## src/rtl/xbus_pkg.sv

```systemverilog
package xbus_pkg;
  localparam int XB_DW = 32;
  localparam int XB_HW = XB_DW / 2;

  typedef enum logic [2:0] {
    ST_IDLE,
    ST_START,
    ST_DATA,
    ST_GAP,
    ST_SGAP
  } xb_state_e;

  // Place one half of a word on the upper lane of a half-width bus.
  function automatic logic [XB_DW-1:0] half_on_upper(input logic [XB_DW-1:0] w,
                                                     input logic low_half);
    logic [XB_HW-1:0] h;
    h = low_half ? w[XB_HW-1:0] : w[XB_DW-1:XB_HW];
    return {h, {XB_HW{1'b0}}};
  endfunction

  // Fold an upper-lane half read into an assembled word.
  function automatic logic [XB_DW-1:0] fold_half(input logic [XB_DW-1:0] old,
                                                 input logic [XB_DW-1:0] din,
                                                 input logic low_half);
    logic [XB_DW-1:0] r;
    r = old;
    if (low_half) r[XB_HW-1:0] = din[XB_DW-1:XB_HW];
    else          r[XB_DW-1:XB_HW] = din[XB_DW-1:XB_HW];
    return r;
  endfunction
endpackage

```

## src/rtl/xbus_ack_reg.sv

```systemverilog
module xbus_ack_reg (
  input  logic clk,
  input  logic rst_n,
  input  logic ack_in,
  input  logic err_in,
  output logic ack_q,
  output logic err_q
);
  always_ff @(posedge clk) begin
    if (!rst_n) begin
      ack_q <= 1'b0;
      err_q <= 1'b0;
    end else begin
      ack_q <= ack_in;
      err_q <= err_in;
    end
  end
endmodule

```

## src/rtl/xbus_lane.sv

```systemverilog
module xbus_lane
  import xbus_pkg::*;
(
  input  logic             clk,
  input  logic             rst_n,
  input  logic             half_beat,
  input  logic             low_half,
  input  logic             cap_en,
  input  logic             drive_en,
  input  logic [XB_DW-1:0] wdata,
  input  logic [XB_DW-1:0] din,
  output logic [XB_DW-1:0] dout,
  output logic [XB_DW-1:0] rdata
);
  logic [XB_DW-1:0] lane_w;

  always_comb begin
    lane_w = half_beat ? half_on_upper(wdata, low_half) : wdata;
    dout   = drive_en ? lane_w : '0;
  end

  always_ff @(posedge clk) begin
    if (!rst_n) rdata <= '0;
    else if (cap_en) rdata <= half_beat ? fold_half(rdata, din, low_half) : din;
  end
endmodule

```

## src/rtl/xbus_master.sv

```systemverilog
module xbus_master
  import xbus_pkg::*;
#(
  parameter int AW = 24
) (
  input  logic             clk,
  input  logic             rst_n,
  input  logic             cfg_half_bus,
  input  logic             req_valid,
  input  logic             req_write,
  input  logic             req_wide,
  input  logic             req_nocs,
  input  logic             req_cont,
  input  logic [AW-1:0]    req_addr,
  input  logic [XB_DW-1:0] req_wdata,
  output logic             req_grant,
  output logic             rsp_done,
  output logic             rsp_err,
  output logic [XB_DW-1:0] rsp_rdata,
  output logic             xb_ts,
  output logic             xb_rw,
  output logic             xb_burst,
  output logic [AW-1:0]    xb_addr,
  output logic [XB_DW-1:0] xb_dout,
  output logic             xb_doe,
  input  logic [XB_DW-1:0] xb_din,
  input  logic             xb_ack,
  input  logic             xb_err
);
  localparam logic [AW-1:0] HALF_STEP = AW'(XB_HW / 8);

  xb_state_e        state_q, state_d;
  logic             cur_write, cur_wide, cur_nocs, cur_cont, cur_half;
  logic             beat_q;
  logic [AW-1:0]    addr_q;
  logic [XB_DW-1:0] wdata_q;
  logic             ack_q, err_q;

  // Named internal events
  logic two_part, burst_mode, term, last_beat, fin, cont_ok, accept, cap_en;

  xbus_ack_reg u_ackreg (
    .clk(clk), .rst_n(rst_n), .ack_in(xb_ack), .err_in(xb_err),
    .ack_q(ack_q), .err_q(err_q)
  );

  always_comb begin
    two_part   = cur_half && cur_wide;
    burst_mode = two_part && cur_nocs;
    term       = (state_q == ST_DATA) && (ack_q || err_q);
    last_beat  = !two_part || beat_q || err_q;
    fin        = term && last_beat;
    cont_ok    = cur_cont && !cur_wide && !err_q;
    accept     = req_valid && ((state_q == ST_IDLE) || (state_q == ST_GAP) ||
                               (fin && cont_ok));
    cap_en     = (state_q == ST_DATA) && xb_ack && !xb_err && !cur_write;
  end

  always_comb begin
    state_d = state_q;
    unique case (state_q)
      ST_IDLE, ST_GAP: state_d = accept ? ST_START : ST_IDLE;
      ST_START:        state_d = ST_DATA;
      ST_DATA: begin
        if (term) begin
          if (!last_beat)  state_d = burst_mode ? ST_DATA : ST_SGAP;
          else if (accept) state_d = ST_START;
          else             state_d = ST_GAP;
        end
      end
      ST_SGAP:         state_d = ST_START;
      default:         state_d = ST_IDLE;
    endcase
  end

  always_ff @(posedge clk) begin
    if (!rst_n) begin
      state_q   <= ST_IDLE;
      cur_write <= 1'b0;
      cur_wide  <= 1'b0;
      cur_nocs  <= 1'b0;
      cur_cont  <= 1'b0;
      cur_half  <= 1'b0;
      beat_q    <= 1'b0;
      addr_q    <= '0;
      wdata_q   <= '0;
    end else begin
      state_q <= state_d;
      if (accept) begin
        cur_write <= req_write;
        cur_wide  <= req_wide;
        cur_nocs  <= req_nocs;
        cur_cont  <= req_cont;
        cur_half  <= cfg_half_bus;
        beat_q    <= 1'b0;
        addr_q    <= req_addr;
        wdata_q   <= req_wdata;
      end else if (term && !last_beat) begin
        beat_q <= 1'b1;
        addr_q <= addr_q + HALF_STEP;
      end
    end
  end

  xbus_lane u_lane (
    .clk(clk), .rst_n(rst_n), .half_beat(two_part), .low_half(beat_q),
    .cap_en(cap_en), .drive_en(xb_doe), .wdata(wdata_q), .din(xb_din),
    .dout(xb_dout), .rdata(rsp_rdata)
  );

  assign req_grant = accept;
  assign rsp_done  = fin;
  assign rsp_err   = fin && err_q;
  assign xb_ts     = (state_q == ST_START);
  assign xb_burst  = xb_ts && burst_mode;
  assign xb_rw     = !cur_write;
  assign xb_addr   = addr_q;
  assign xb_doe    = (state_q == ST_DATA) && cur_write;

  AST_TS_PULSE: assert property (@(posedge clk) disable iff (!rst_n)
    xb_ts |=> !xb_ts);
  AST_GRANT_TO_TS: assert property (@(posedge clk) disable iff (!rst_n)
    req_grant |=> xb_ts);
  AST_END_AFTER_ACK: assert property (@(posedge clk) disable iff (!rst_n)
    rsp_done |-> $past(xb_ack || xb_err));
  AST_ADDR_HELD: assert property (@(posedge clk) disable iff (!rst_n)
    term |-> ($stable(xb_addr) && $stable(xb_rw)));
  AST_ERR_STOPS: assert property (@(posedge clk) disable iff (!rst_n)
    (rsp_done && rsp_err) |=> !xb_ts);
  AST_IDLE_GAP: assert property (@(posedge clk) disable iff (!rst_n)
    (rsp_done && !(cur_cont && !cur_wide)) |=> !xb_ts);
  AST_NO_DRIVE_AT_TS: assert property (@(posedge clk) disable iff (!rst_n)
    xb_ts |-> !xb_doe);
endmodule

```

## config.mk

```make
export PLATFORM = sky130hd
export DESIGN_NAME = xbus_master
export DESIGN_NICKNAME = d
export VERILOG_FILES = /design/src/rtl/xbus_pkg.sv /design/src/rtl/xbus_ack_reg.sv /design/src/rtl/xbus_lane.sv /design/src/rtl/xbus_master.sv
export SDC_FILE = /design/constraint.sdc
export NUM_CORES = 1
export LEC_CHECK = 0
export ABC_AREA = 1
export BUFFER_PORTS_ARGS = -buffer_cell sky130_fd_sc_hd__buf_2
export CORE_MARGIN = 2
export CORE_UTILIZATION = 50
export CTS_CLUSTER_SIZE = 24
export DETAILED_ROUTE_END_ITERATION = 16
export MAX_ROUTING_LAYER = met4
export PLACE_DENSITY = 0.81
export SYNTH_ARGS = -nofsm -noshare
export SYNTH_HDL_FRONTEND = slang
export SYNTH_HIERARCHICAL = 1
export SYNTH_SLANG_ARGS = --single-unit
```

## constraint.sdc

```tcl
create_clock -name clk -period 2.8 [get_ports clk]
set_clock_uncertainty 0.2 [all_clocks]
set_input_delay 0.14 -clock clk [delete_from_list [all_inputs] [get_ports clk]]
set_output_delay 0.14 -clock clk [all_outputs]
set_load 0.02 [all_outputs]
```

==> metrics.md, run 1 <==
| Metric | Value |
|---|---|
| RSZ-0062 raised after global routing | no |
| Number of global-route vias before repair | around 6k |
| Grt ovf | 0 |
| WS Path Type | flop to flop |
| Root Buffer | clkbuf_8 |
| Clock slew at reported path FFs | roughly 100 ps |
| Sum Neg Setup Slack | 0 ps |
| Syn nets | about 900 |
| Leak | 0.003638 uW |
| Asr flop ratio synth | 0% |
| Pwr Density | approximately 500 mW/mm^2 |
| Most common cell in the netlist | nor2_1 |
| Status | finished clean |
| CTS sink cnt | 99 |
| Die Y | about 100 microns |
| Main synth FF type | dfxtp_1 |
| Main area contributors after synthesis | dfxtp_1 39%, nor2_1 17%, nand2_1 13% |
| Number of synthesized flops with an enable pin | 0 |
| Tcrit/Tclk final | a little over nine tenths |
| Clk pwr share | between 20% and 30% |
| # IOs | between 150 and 200 |
| Netlist cell types | 34 |
| Final core utilization | 73.66% |
| Die area | approximately 0.011 sq mm |
| Rows | 36 |
| Fmax | ~380 MHz |
| Final-report hold violation count | 0 |
| Synth top area share | 39.04% |
| Drt first pass iters | 5 |
| Seq pwr share | between 40 and 50% |
| Final nets | 1,173 |
| Initial drt markers | between 400 and 500 |
| Yosys warnings | 6 |
| Number of setup buffers added after CTS | 0 |
| Max-Cap Viols | 0 |
| Drt via density | ~5.1 |
| Max Transition Viols Final | 0 |
| Die Span X | ~100 microns |
| Non-filler cells, final | approximately 1.2k |
| Final setup margin | 168.2 ps |
| Arrival time at the worst endpoint | between 2000 and 3000 ps |
| Syn Inst Count | 797 |
| Worst-Skew Late Latency | about 360 ps |
| H-tree levels | 3 |
| Worst VDD drop | 271.8 uV |
| Layout cells sized above 1 | approximately 22% |
| Number of nets with antenna violations after routing | 0 |
| Global Route Usage Sum | a little under a third |
| Post-place setup slack | about 670 ps |
| Initial antenna violation count | 0 |
| Sequential area share after synthesis | 39.04% |
| DP Wirelength | ~10,000 microns |
| Hold WC Path Type | input port to flop |
| DR WL/cell | between 10 and 15 microns |
| Top cells by count, synth | 226 x nor2_1, 182 x nand2_1, 99 x dfxtp_1, 82 x o21ai_0, 79 x inv_1 |
| Worst Setup End Kind | flop |
| Switch share | approximately 36% |
| Largest net degree at the start of global routing | 63 |
| Max-slew headroom | 61.02% |
| TritonCTS buffer count | 9 |
| First-pass GRT wire length | 27,410 microns |
| Final setup vio count | 0 |
| Core Area | between 0.009 and 0.01 sq mm |
| NetSw | 1292 uW |
| DRC | 0 |
| Least-Margin Pin Slew | between 500 and 600 ps |
| Worst-case reg-to-reg path depth | 11 |
| Worst hold stages | 7 |
| Placer congestion estimate | about 0.9 |
| Area delta synth->final | 42.49% |
| WP data required | roughly 2900 ps |
| Final WL | ~17,000 microns |
| Yosys reg bits | 99 |
| Via count | about 6.1k |
| Synth Cell Area | between 0.005 and 0.006 sq mm |
| Port bufs | about 190 |
| TritonCTS clock tree | built |
| Fin crit period | roughly 2600 ps |
| Placed Cells | about 1.1k |
| # diodes | 0 |
| Critical Path Fanout Max | 31 |
| Initial Util | 51.69% |
| CTS Buffer Depth | 2 |
| Combinational share of power | 28.2% |
| Worst setup SP type | flop |
| Syn Area/Cell | ~6.4 sq um |
| Internal cell power | around 2300 uW |
| Area leader, netlist | dfxtp_1 |
path summary, 6_finish.rpt:
path / from / endpoint / slack (ps)
worst min register to register: cur_wide$_SDFFE_PN0P_ / cur_wide$_SDFFE_PN0P_ / 280
worst min-delay path: req_addr[16] / xb_addr[16]$_SDFFE_PN0P_ / 20
worst max register to register: state_q[2]$_SDFFE_PN0P_ / xb_addr[12]$_SDFFE_PN0P_ / 170
worst max-delay path: state_q[2]$_SDFFE_PN0P_ / xb_addr[12]$_SDFFE_PN0P_ / 170
layout by cell type, fill, tap and decap left out, drive strengths merged:
master / netlist / layout
nor3: 8 / 8
a22oi: 1 / 1
nand2: 189 / 189
clkbuf: 11 / 10
buf: 23 / 198
nand4: 4 / 4
ha: 1 / 1
a21oi: 19 / 19
xnor2: 4 / 4
o21bai: 1 / 1
dlygate4sd3: 0 / 102
nand3: 21 / 21
nor2: 229 / 229
inv: 87 / 90
clkinvlp: 0 / 1
nor3b: 2 / 2
dfxtp: 99 / 99
xor2: 8 / 8
clkinv: 0 / 2
or2: 1 / 1
o21ai: 85 / 85
a31oi: 4 / 4
power by group through the flow:
stage	Sequential, uW	Clock [uW]	Combinational, uW
final	1710	893	1020
after global routing	1730	966	1130
after CTS	1700	898	987
after detailed placement	1730	0	867
after global placement	1730	0	852
after floorplan	1790	0	547
cell type report:
| class | instances | area (sq um) |
|---|---|---|
| Fill cell | 800 | 2586 |
| Multi-Input combinational cell | 577 | 2536 |
| Timing Repair Buffer | 300 | 2027 |
| Sequential cell | 99 | 1982 |
| Inverter | 87 | 336.6 |
| Tap cell | 133 | 166.4 |
| Clock buffer | 10 | 137.6 |
| Clock inverter | 6 | 47.55 |
worst max-delay path, cell delays in order, from the launching register on:
cell and delay (ps):
dfxtp_1 340, inv_2 80, nand3_2 150, nor2_4 170
nand3_4 110, nand2_4 320, buf_4 340, nand2_1 80
nand2_1 60, inv_1 50, a21oi_1 110, dlygate4sd3_1 550
through the flow:
step                      hold slack, ps  total power, uW  area [sq um]
after floorplan                    33.45             2335          5076
after global placement             152.5             2583          6025
after detailed placement           150.8             2600          6025
after CTS                          6.497             3587          7231
after global routing               90.82             3822          7233
final                              19.39             3623          7233
layer usage:
layer / share of wire [%] / vias up / GRT usage [%]
met5: 0 / - / -
met4: 5.1 / 0 / 15.71
met3: 7.8 / 85 / 4.492
met2: 47 / 347 / 51.16
met1: 40 / 2709 / 37.72
li1: - / 2996 / -
cells by family after synthesis:
| group | synth area share (%) |
|---|---|
| AOI/OAI and AO/OA | 11.04 |
| DFF | 39.04 |
| xor gates and xnor gates | 2.070 |
| adders and majority gates | 0.2464 |
| and+or+nand+nor | 36.60 |
| buffers and inverters | 10.99 |
sequential cells by signal (all words and copies together), names as in the netlist:
signal / count
beat_q: 1
cur_cont: 1
cur_half: 1
cur_nocs: 1
cur_wide: 1
cur_write: 1
state_q: 3
u_ackreg/ack_q: 1
u_ackreg/err_q: 1
u_lane/rdata: 32
wdata_q: 32
xb_addr: 24
repair_timing:
item | CTS | global route
endpoints found under the setup margin | 0 | 3
hold buffers | 102 | 0
hold endpoints to repair | 97 | 0
gates resized for setup | 0 | 1
No activity file was read; power rests on OpenSTA's default activity.
==> run 2, diff against run 1 <==
Settings changed: CORE_ASPECT_RATIO from default to 1.75, PLACE_DENSITY 0.81 to 0.82, SYNTH_HIERARCHICAL 1 to default.
==> run 2 against run 1 <==
Compared with the run above: register-to-register slack better by 560 ps; fmax is 5.2% higher; via count is 1.9% lower; global-route usage is 0.80 points higher; synthesized area is 3.4% lower; critical path type is now flop to primary output; critical endpoint is now xb_dout[0]; largest cell class unchanged.
==> metrics.md, run 2 <==
| Metric | Value |
|---|---|
| Number of global-route vias before repair | 5,870 (+0.51%) |
| Worst-Skew Late Latency | 340 ps (-20 ps) |
| NetSw | 1224 uW (-5.2%) |
| Least-Margin Pin Slew | 576.5 ps (-6.193 ps) |
| Worst setup SP type | flop |
| Initial drt markers | 413 (-1.4%) |
| Final hold slack | 7.978 ps (-11.42 ps) |
| Worst reg-to-reg setup slack | 730 ps (+560 ps) |
| Most used cell, CP | nor2_1 |
| Worst setup startpoint | state_q[2]$_SDFFE_PN0P_ |
| Sum Neg Setup Slack | 0 ps (unchanged) |
| Core Area | 0.009527 sq mm (-3.0%) |
| DR WL/cell | 14.79 microns (+5.6%) |
| Internal cell power | 2645 uW (+13%) |
| Clock slew at reported path FFs | 60 ps (-40 ps) |
| Asr flop ratio synth | 0% (unchanged) |
| Grt ovf | 0 (unchanged) |
| Max incr delay on CP | 340 ps (-210 ps) |
| Arrival time at the worst endpoint | 2160 ps (-580 ps) |
| Fin crit period | 2503 ps (-129.1 ps) |
| Final-report hold violation count | 0 (unchanged) |
| Layout cells sized above 1 | 23.66% (+1.4 points) |
| Simple-gate share of the synthesized area | 32.54% (-4.1 points) |
| Final nets | 1,100 (-6.2%) |
| Initial Util | 51.46% (-0.24 points) |
| RSZ-0062 raised after global routing | no |
| Yosys warnings | 0 (-6) |
| Syn Area/Cell | 6.688 sq um (+5.0%) |
| Most frequent cells in the layout | 192 x buf_2, 184 x nand2_1, 103 x nor2_1 |
| WS Path Type | flop to primary output |
| Largest net degree at the start of global routing | 49 (-22%) |
| Global Route Usage Sum | 32.11% (+0.80 points) |
| Area after DPL | 0.005923 sq mm (-1.7%) |
| Fmax | 399.6 MHz (+5.2%) |
| Initial antenna violation count | 0 (unchanged) |
| Main area contributors after synthesis | dfxtp_1 40%, nand2_1 14%, a21oi_1 8.0% |
| Max Transition Viols Final | 0 (unchanged) |
| Main synth FF type | dfxtp_1 |
| Syn Inst Count | 733 (-8.0%) |
| Port bufs | 192 (unchanged) |
| Synth top area share | 40.43% (+1.4 points) |
| Worst r2r src | xb_addr[1]$_SDFFE_PN0P_ |
| Root Buffer | clkbuf_16 |
| Slowest CP cell | dfxtp_1 |
| Number of synthesized flops with an enable pin | 0 (unchanged) |
| CP cell instances | inv_2 > nand3_4 > nor2_1 > buf_4 > inv_1 > nor2_1 > buf_2 |
| # diodes | 0 (unchanged) |
| CTS Buffer Depth | 2 (unchanged) |
| Final WL | 16,680 microns (-1.7%) |
| Placer congestion estimate | 0.8974 (-1.8%) |
| Status | finished clean |
| Sequential area share after synthesis | 40.43% (+1.4 points) |
| Hold WC Path Type | input port to flop |
| Rows | 47 (+31%) |
| Synth Cell Area | 0.004902 sq mm (-3.4%) |
| Worst Setup End Kind | primary output |
| CTS sink cnt | 99 (unchanged) |
| First-pass GRT wire length | 26,680 microns (-2.6%) |
| Area delta synth->final | 45.43% |
| Capturing point of the worst reg2reg path | xb_addr[21]$_SDFFE_PN0P_ |
| Final instance area | 0.007129 sq mm (-1.4%) |
| Post-synthesis compound-gate area fraction | 15.59% (+4.6 points) |
| Post-Synth XOR/XNOR Area | 2.144% (+0.073 points) |
| DP Wirelength | 10,430 microns (+2.8%) |
| Most common cell in the netlist | nand2_1 |
| Worst hold stages | 5 (-2) |
| TritonCTS clock tree | built |
| Max-slew headroom | 61.47% (+0.46 points) |
| Yosys reg bits | 99 (unchanged) |
| Combinational share of power | 24.3% (-3.9 points) |
| Commonest non-fill, non-tap cell in the layout | buf_2 |
| Number of nets with antenna violations after routing | 0 (unchanged) |
| Die Span X | 78.85 microns (-25%) |
| Drt via density | 5.336 (+5.4%) |
| Pwr Density | 542.7 mW/mm^2 (+8.4%) |
| CP endpoint | xb_dout[0] |
| Main combinational cell family by area after synthesis | simple AND/OR/NAND/NOR gates |
| Critical Path Fanout Max | 16 (-48%) |
| Worst VDD drop | 445.1 uV (+64%) |
| Syn nets | 832 (-7.1%) |
| DRC | 0 (unchanged) |
| WP data required | 2460 ps (-450 ps) |
| Switch share | 31.64% (-4.0 points) |
| Post-synthesis adder-cell area fraction | 0.2552% (+0.0087 points) |
| Tcrit/Tclk final | 89.39% (-4.6 points) |
| Area leader, netlist | dfxtp_1 |
| Drt first pass iters | 5 (unchanged) |
| Final core utilization | 74.84% (+1.2 points) |
| Clk pwr share | 32.2% (+7.6 points) |
| Seq pwr share | 43.5% (-3.7 points) |
| TritonCTS buffer count | 9 (unchanged) |
| # IOs | 193 (unchanged) |
| H-tree levels | 3 (unchanged) |
| Max-Cap Viols | 0 (unchanged) |
| Final setup vio count | 0 (unchanged) |
| CTS resizes | 0 (unchanged) |
| Die Y | 135.0 microns (+29%) |
| Die area | 0.01064 sq mm (-3.0%) |
| Via count | 6,019 (-1.9%) |
| Top cells by count, synth | 184 x nand2_1, 103 x nor2_1, 99 x dfxtp_1, 78 x a21oi_1, 62 x o21ai_0 |
| Leak | 0.003342 uW (-8.1%) |
| Mux share of post-synthesis cell area | 0% (unchanged) |
| Netlist cell types | 34 (unchanged) |
| Worst-case reg-to-reg path depth | 8 (-3) |
## run 2: area by class of cell
| class | count | area (sq um) |
|---|---|---|
| Clock buffer | 12 | 246.5 |
| Clock inverter | 4 | 48.80 |
| Fill cell | 722 | 2397 |
| Inverter | 64 | 245.2 |
| Multi-Input combinational cell | 530 | 2477 |
| Sequential cell | 99 | 1982 |
| Tap cell | 122 | 152.6 |
| Timing Repair Buffer | 297 | 1977 |
## run 2: cells by family after synthesis
| group | Yosys count |
|---|---|
| simple gates | 367 |
| compound gates | 150 |
| buf+inv | 104 |
| xor+xnor | 12 |
| flops | 99 |
| fa+ha+maj | 1 |
## run 2: how the worst min path moves through the flow
stage,startpoint,endpoint,slack [ps]
2_1_floorplan,xb_ack,u_ackreg.ack_q$_SDFF_PN0_,30
3_3_place_gp,xb_ack,u_ackreg.ack_q$_SDFF_PN0_,150
3_5_place_dp,xb_ack,u_ackreg.ack_q$_SDFF_PN0_,160
4_1_cts,xb_din[12],u_lane.rdata[12]$_SDFFE_PN0P_,0.7
5_1_grt,xb_din[12],u_lane.rdata[12]$_SDFFE_PN0P_,20
6_report,xb_din[12],u_lane.rdata[12]$_SDFFE_PN0P_,8
## run 2: power groups by stage
stage | Sequential (uW) | Clock (uW) | Combinational [uW]
4_1_cts | 1680 | 1260 | 926
5_1_grt | 1700 | 1310 | 1040
6_report | 1680 | 1240 | 941
2_1_floorplan | 1750 | 0 | 503
3_3_place_gp | 1700 | 0 | 811
3_5_place_dp | 1710 | 0 | 823
## run 2: repair_timing
action,CTS,global route
hold buffers,91,0
endpoints found under the setup margin,0,0
setup buffers,0,0
endpoints found under the hold margin,91,0
## run 2: through the flow
step / worst slack, ps / power (uW) / cells
6_report: 297.2 / 3869 / 1128
5_1_grt: 211.7 / 4047 / 1128
4_1_cts: 392.6 / 3867 / 1128
3_5_place_dp: 767.7 / 2531 / 1021
3_3_place_gp: 789.5 / 2516 / 1021
2_1_floorplan: 920.7 / 2252 / 733
## run 2: critical path: cells and delay by family, from the launching register on
family	cells	cell delay (ps)
flops	1	340
buf+inv	4	800
simple gates	3	690
## run 2: routing by layer
metal | wire length (microns) | up-vias | global-route usage (%)
met4 | 906 | 0 | 18.97
met1 | 6088 | 2745 | 34.26
met5 | 0 | - | -
li1 | - | 2896 | -
met3 | 1052 | 84 | 4.813
met2 | 8632 | 294 | 55.60
==> run 3, diff against run 2 <==
--- a/config.mk
+++ b/config.mk
@@ -6,5 +6,4 @@
 export NUM_CORES = 1
 export LEC_CHECK = 0
-export ABC_AREA = 1
 export BUFFER_PORTS_ARGS = -buffer_cell sky130_fd_sc_hd__buf_2
 export CORE_ASPECT_RATIO = 1.75
@@ -14,5 +13,5 @@
 export DETAILED_ROUTE_END_ITERATION = 16
 export MAX_ROUTING_LAYER = met4
-export PLACE_DENSITY = 0.82
+export PLACE_DENSITY = 0.83
 export SYNTH_ARGS = -nofsm -noshare
 export SYNTH_HDL_FRONTEND = slang
==> constraint.sdc (replaced) <==
create_clock -name clk -period 2.8 [get_ports clk]
set_clock_uncertainty 0.2 [all_clocks]
set_input_delay 0.28 -clock clk [delete_from_list [all_inputs] [get_ports clk]]
set_output_delay 0.28 -clock clk [all_outputs]
set_load 0.02 [all_outputs]
==> run 3 against run 2 <==
Compared with the run above: critical path depth fell by 2; highest routed layer unchanged; routed wire length is 8.0% lower; synthesized cell count fell by 20%; clock power about the same; flip-flop and latch count did not move; largest cell class unchanged.
==> metrics.md, run 3 <==
| Metric | Value |
|---|---|
| Worst Setup End Kind | primary output |
| Rows | 46 (-2.1%) |
| Max incr delay on CP | 420 ps (+80 ps) |
| TritonCTS buffer count | 9 (unchanged) |
| CP cell instances | and4bb_2 > o211ai_4 > clkinv_2 > buf_4 > buf_2 |
| H-tree levels | 3 (unchanged) |
| Area leader, netlist | dfxtp_1 |
| Slowest CP cell | dfxtp_1 |
| Commonest non-fill, non-tap cell in the layout | buf_2 |
| Layout cells sized above 1 | 28.92% (+5.3 points) |
| Yosys warnings | 0 (unchanged) |
| Top cells by count, synth | 136 x nand2_1, 99 x dfxtp_1, 67 x a21oi_1, 49 x nor2_1, 28 x nand3_1 |
| Sum Neg Setup Slack | 0 ps (unchanged) |
| First-pass GRT wire length | 24,500 microns (-8.2%) |
| Largest delay share family, worst path | buffers and inverters |
| Asr flop ratio synth | 0% (unchanged) |
| Leak | 0.003004 uW (-10%) |
| CTS sink cnt | 99 (unchanged) |
| Most frequent cells in the layout | 192 x buf_2, 136 x nand2_1, 99 x dfxtp_1 |
| Area delta synth->final | 39.92% |
| Clk pwr share | 31.4% (-0.8 points) |
| WS Path Type | flop to primary output |
| Most common cell in the netlist | nand2_1 |
| Sequential area share after synthesis | 42.41% (+2.0 points) |
| Final WL | 15,350 microns (-8.0%) |
| Placer congestion estimate | 0.9004 (+0.33%) |
| Global Route Usage Sum | 30.71% (-1.4 points) |
| DRC | 0 (unchanged) |
| Arrival time at the worst endpoint | 2160 ps (about the same) |
| Drt via density | 5.631 (+5.5%) |
| Fmax | 379.4 MHz (-5.1%) |
| Worst setup SP type | flop |
| Main area contributors after synthesis | dfxtp_1 42%, nand2_1 11%, a21oi_1 7.2% |
| Core Area | 0.009094 sq mm (-4.5%) |
| Pwr Density | 608.7 mW/mm^2 (+12%) |
| Max-Cap Viols | 0 (unchanged) |
| Combinational share of power | 24.9% (+0.6 points) |
| Non-filler cells, final | 943 (-16%) |
| Critical Path Fanout Max | 30 (+14) |
| DR WL/cell | 16.27 microns (+10%) |
| Synth Cell Area | 0.004673 sq mm (-4.7%) |
| # diodes | 0 (unchanged) |
| Area after DPL | 0.005655 sq mm (-4.5%) |
| Final core utilization | 71.90% (-2.9 points) |
| Switch share | 32.89% (+1.3 points) |
| Worst VDD drop | 424.9 uV (-4.5%) |
| Total power | 3980 uW (+2.9%) |
| TritonCTS clock tree | built |
| Root Buffer | clkbuf_16 |
| Tcrit/Tclk final | 94.14% (+4.8 points) |
| Grt ovf | 0 (unchanged) |
| Yosys reg bits | 99 (unchanged) |
| Initial drt markers | 369 (-11%) |
| Via count | 5,310 (-12%) |
| Final-report hold violation count | 0 (unchanged) |
| Least-Margin Pin Slew | 620.9 ps (+44.42 ps) |
| Syn Area/Cell | 7.921 sq um (+18%) |
| WP data required | 2320 ps (-140 ps) |
| Seq pwr share | 43.7% (+0.2 points) |
| Largest net degree at the start of global routing | 65 (+33%) |
| RSZ-0062 raised after global routing | no |
| Clock slew at reported path FFs | 70 ps (about the same) |
| Netlist cell types | 54 (+59%) |
| Die Y | 131.9 microns (-2.3%) |
| Syn nets | 689 (-17%) |
| Initial antenna violation count | 0 (unchanged) |
| CTS Buffer Depth | 2 (unchanged) |
| Drt first pass iters | 7 (+2) |
| Status | finished clean |
| Fin crit period | 2636 ps (+133.1 ps) |
| Final setup vio count | 0 (unchanged) |
| CP Buf/Inv Count | 3 (-1) |
| Final instance area | 0.006539 sq mm (-8.3%) |
| Initial Util | 51.39% (-0.068 points) |
| NetSw | 1309 uW (+6.9%) |
| Number of nets with antenna violations after routing | 0 (unchanged) |
| Hold WC Path Type | input port to flop |
| Internal cell power | 2671 uW (+0.98%) |
| # IOs | 193 (unchanged) |
| Max Transition Viols Final | 0 (unchanged) |
| Final nets | 917 (-17%) |
| Syn Inst Count | 590 (-20%) |
| Die area | 0.01017 sq mm (-4.5%) |
| Worst-Skew Late Latency | 340 ps (about the same) |
| Max-slew headroom | 58.61% (-2.9 points) |
| Placed Cells | 870 (-15%) |
| Main synth FF type | dfxtp_1 |
| DP Wirelength | 9998 microns (-4.1%) |
| Die Span X | 77.08 microns (-2.2%) |
| Number of global-route vias before repair | 5,274 (-10%) |
| Port bufs | 192 (unchanged) |
| Synth top area share | 42.41% (+2.0 points) |
| Number of synthesized flops with an enable pin | 0 (unchanged) |
-- run 3: changes by cell type in the layout (fill, tap and decap cells not counted), sizes merged, moves of 6 or more --
| cell | previous run | this run |
|---|---|---|
| o21ai | 65 | 21 |
| inv | 61 | 6 |
| nor2 | 107 | 50 |
| and2 | 1 | 21 |
| nand2 | 187 | 137 |
| a21oi | 78 | 69 |
| a311oi | 1 | 18 |
| and4 | 0 | 6 |
| mux2i | 0 | 16 |
| nand3 | 58 | 29 |
| dlygate4sd3 | 91 | 57 |
-- run 3: kinds of logic (layout without fill, tap and decap cells) --
family                     after synthesis  after routing  synth area share, %
AOI/OAI and AO/OA                      132            132                17.35
xor gates and xnor gates                 8              8                1.499
adders and majority gates                1              1               0.2677
buffers and inverters                   48            281                4.953
DFF                                     99             99                42.41
muxes                                   17             17                3.748
and+or+nand+nor                        285            285                29.77
-- run 3: worst paths after layout --
path                                   from                            to  slack [ps]  depth (start not counted)
setup / recovery  u_ackreg.err_q$_SDFF_PN0_                     req_grant         160                          5
hold / removal                req_wdata[15]      wdata_q[15]$_SDFFE_PN0P_          10                          3
setup reg to reg    state_q[0]$_SDFFE_PN0P_  u_lane.rdata[7]$_SDFFE_PN0P_         510                          5
hold reg to reg    wdata_q[19]$_SDFFE_PN0P_      wdata_q[19]$_SDFFE_PN0P_         260                          2
-- run 3: power by group through the flow --
stage | clock (uW) | combinational (uW) | sequential, uW
CTS | 1270 | 977 | 1730
global route | 1320 | 1090 | 1760
floorplan | 0 | 527 | 1830
global placement | 0 | 881 | 1760
finish | 1250 | 990 | 1740
detailed placement | 0 | 910 | 1760
-- run 3: timing repair --
item | in CTS | in global routing
setup buffers | 0 | 0
hold buffers | 57 | 0
hold endpoints to repair | 57 | 0
gates resized for setup | 0 | 2
setup endpoints to repair | 0 | 17
-- run 3: worst register-to-register path, delay by kind of cell (launching register included) --
| family | cells | cell delay, ps |
|---|---|---|
| AO/OA/AOI/OAI | 2 | 940 |
| AND/OR/NAND/NOR | 3 | 660 |
| flip-flops | 1 | 360 |
-- run 3: layer usage --
metal | track usage, % | vias up | part of all wire [%]
met4 | 15.28 | 0 | 4.5
met5 | - | - | 0
met3 | 5.342 | 69 | 6.9
met2 | 55.51 | 293 | 53
li1 | - | 2504 | -
met1 | 31.46 | 2444 | 35
-- run 3: layout make-up --
type                    count  area, sq um
repair buffers            258         1599
flip-flops and latches     99         1982
clock buffers              10        239.0
multi-input cells         443         2476
inverters                   7        27.53
well taps                 120        150.1
clock inverters             6        65.06
fillers                   706         2555
-- run 3: metrics by stage --
stage	worst slack [ps]	hold slack, ps
2_1_floorplan	813.6	201.7
3_3_place_gp	585.3	244.5
3_5_place_dp	503.9	246.5
4_1_cts	124.8	2.001
5_1_grt	41.68	10.55
6_report	164.1	10.95
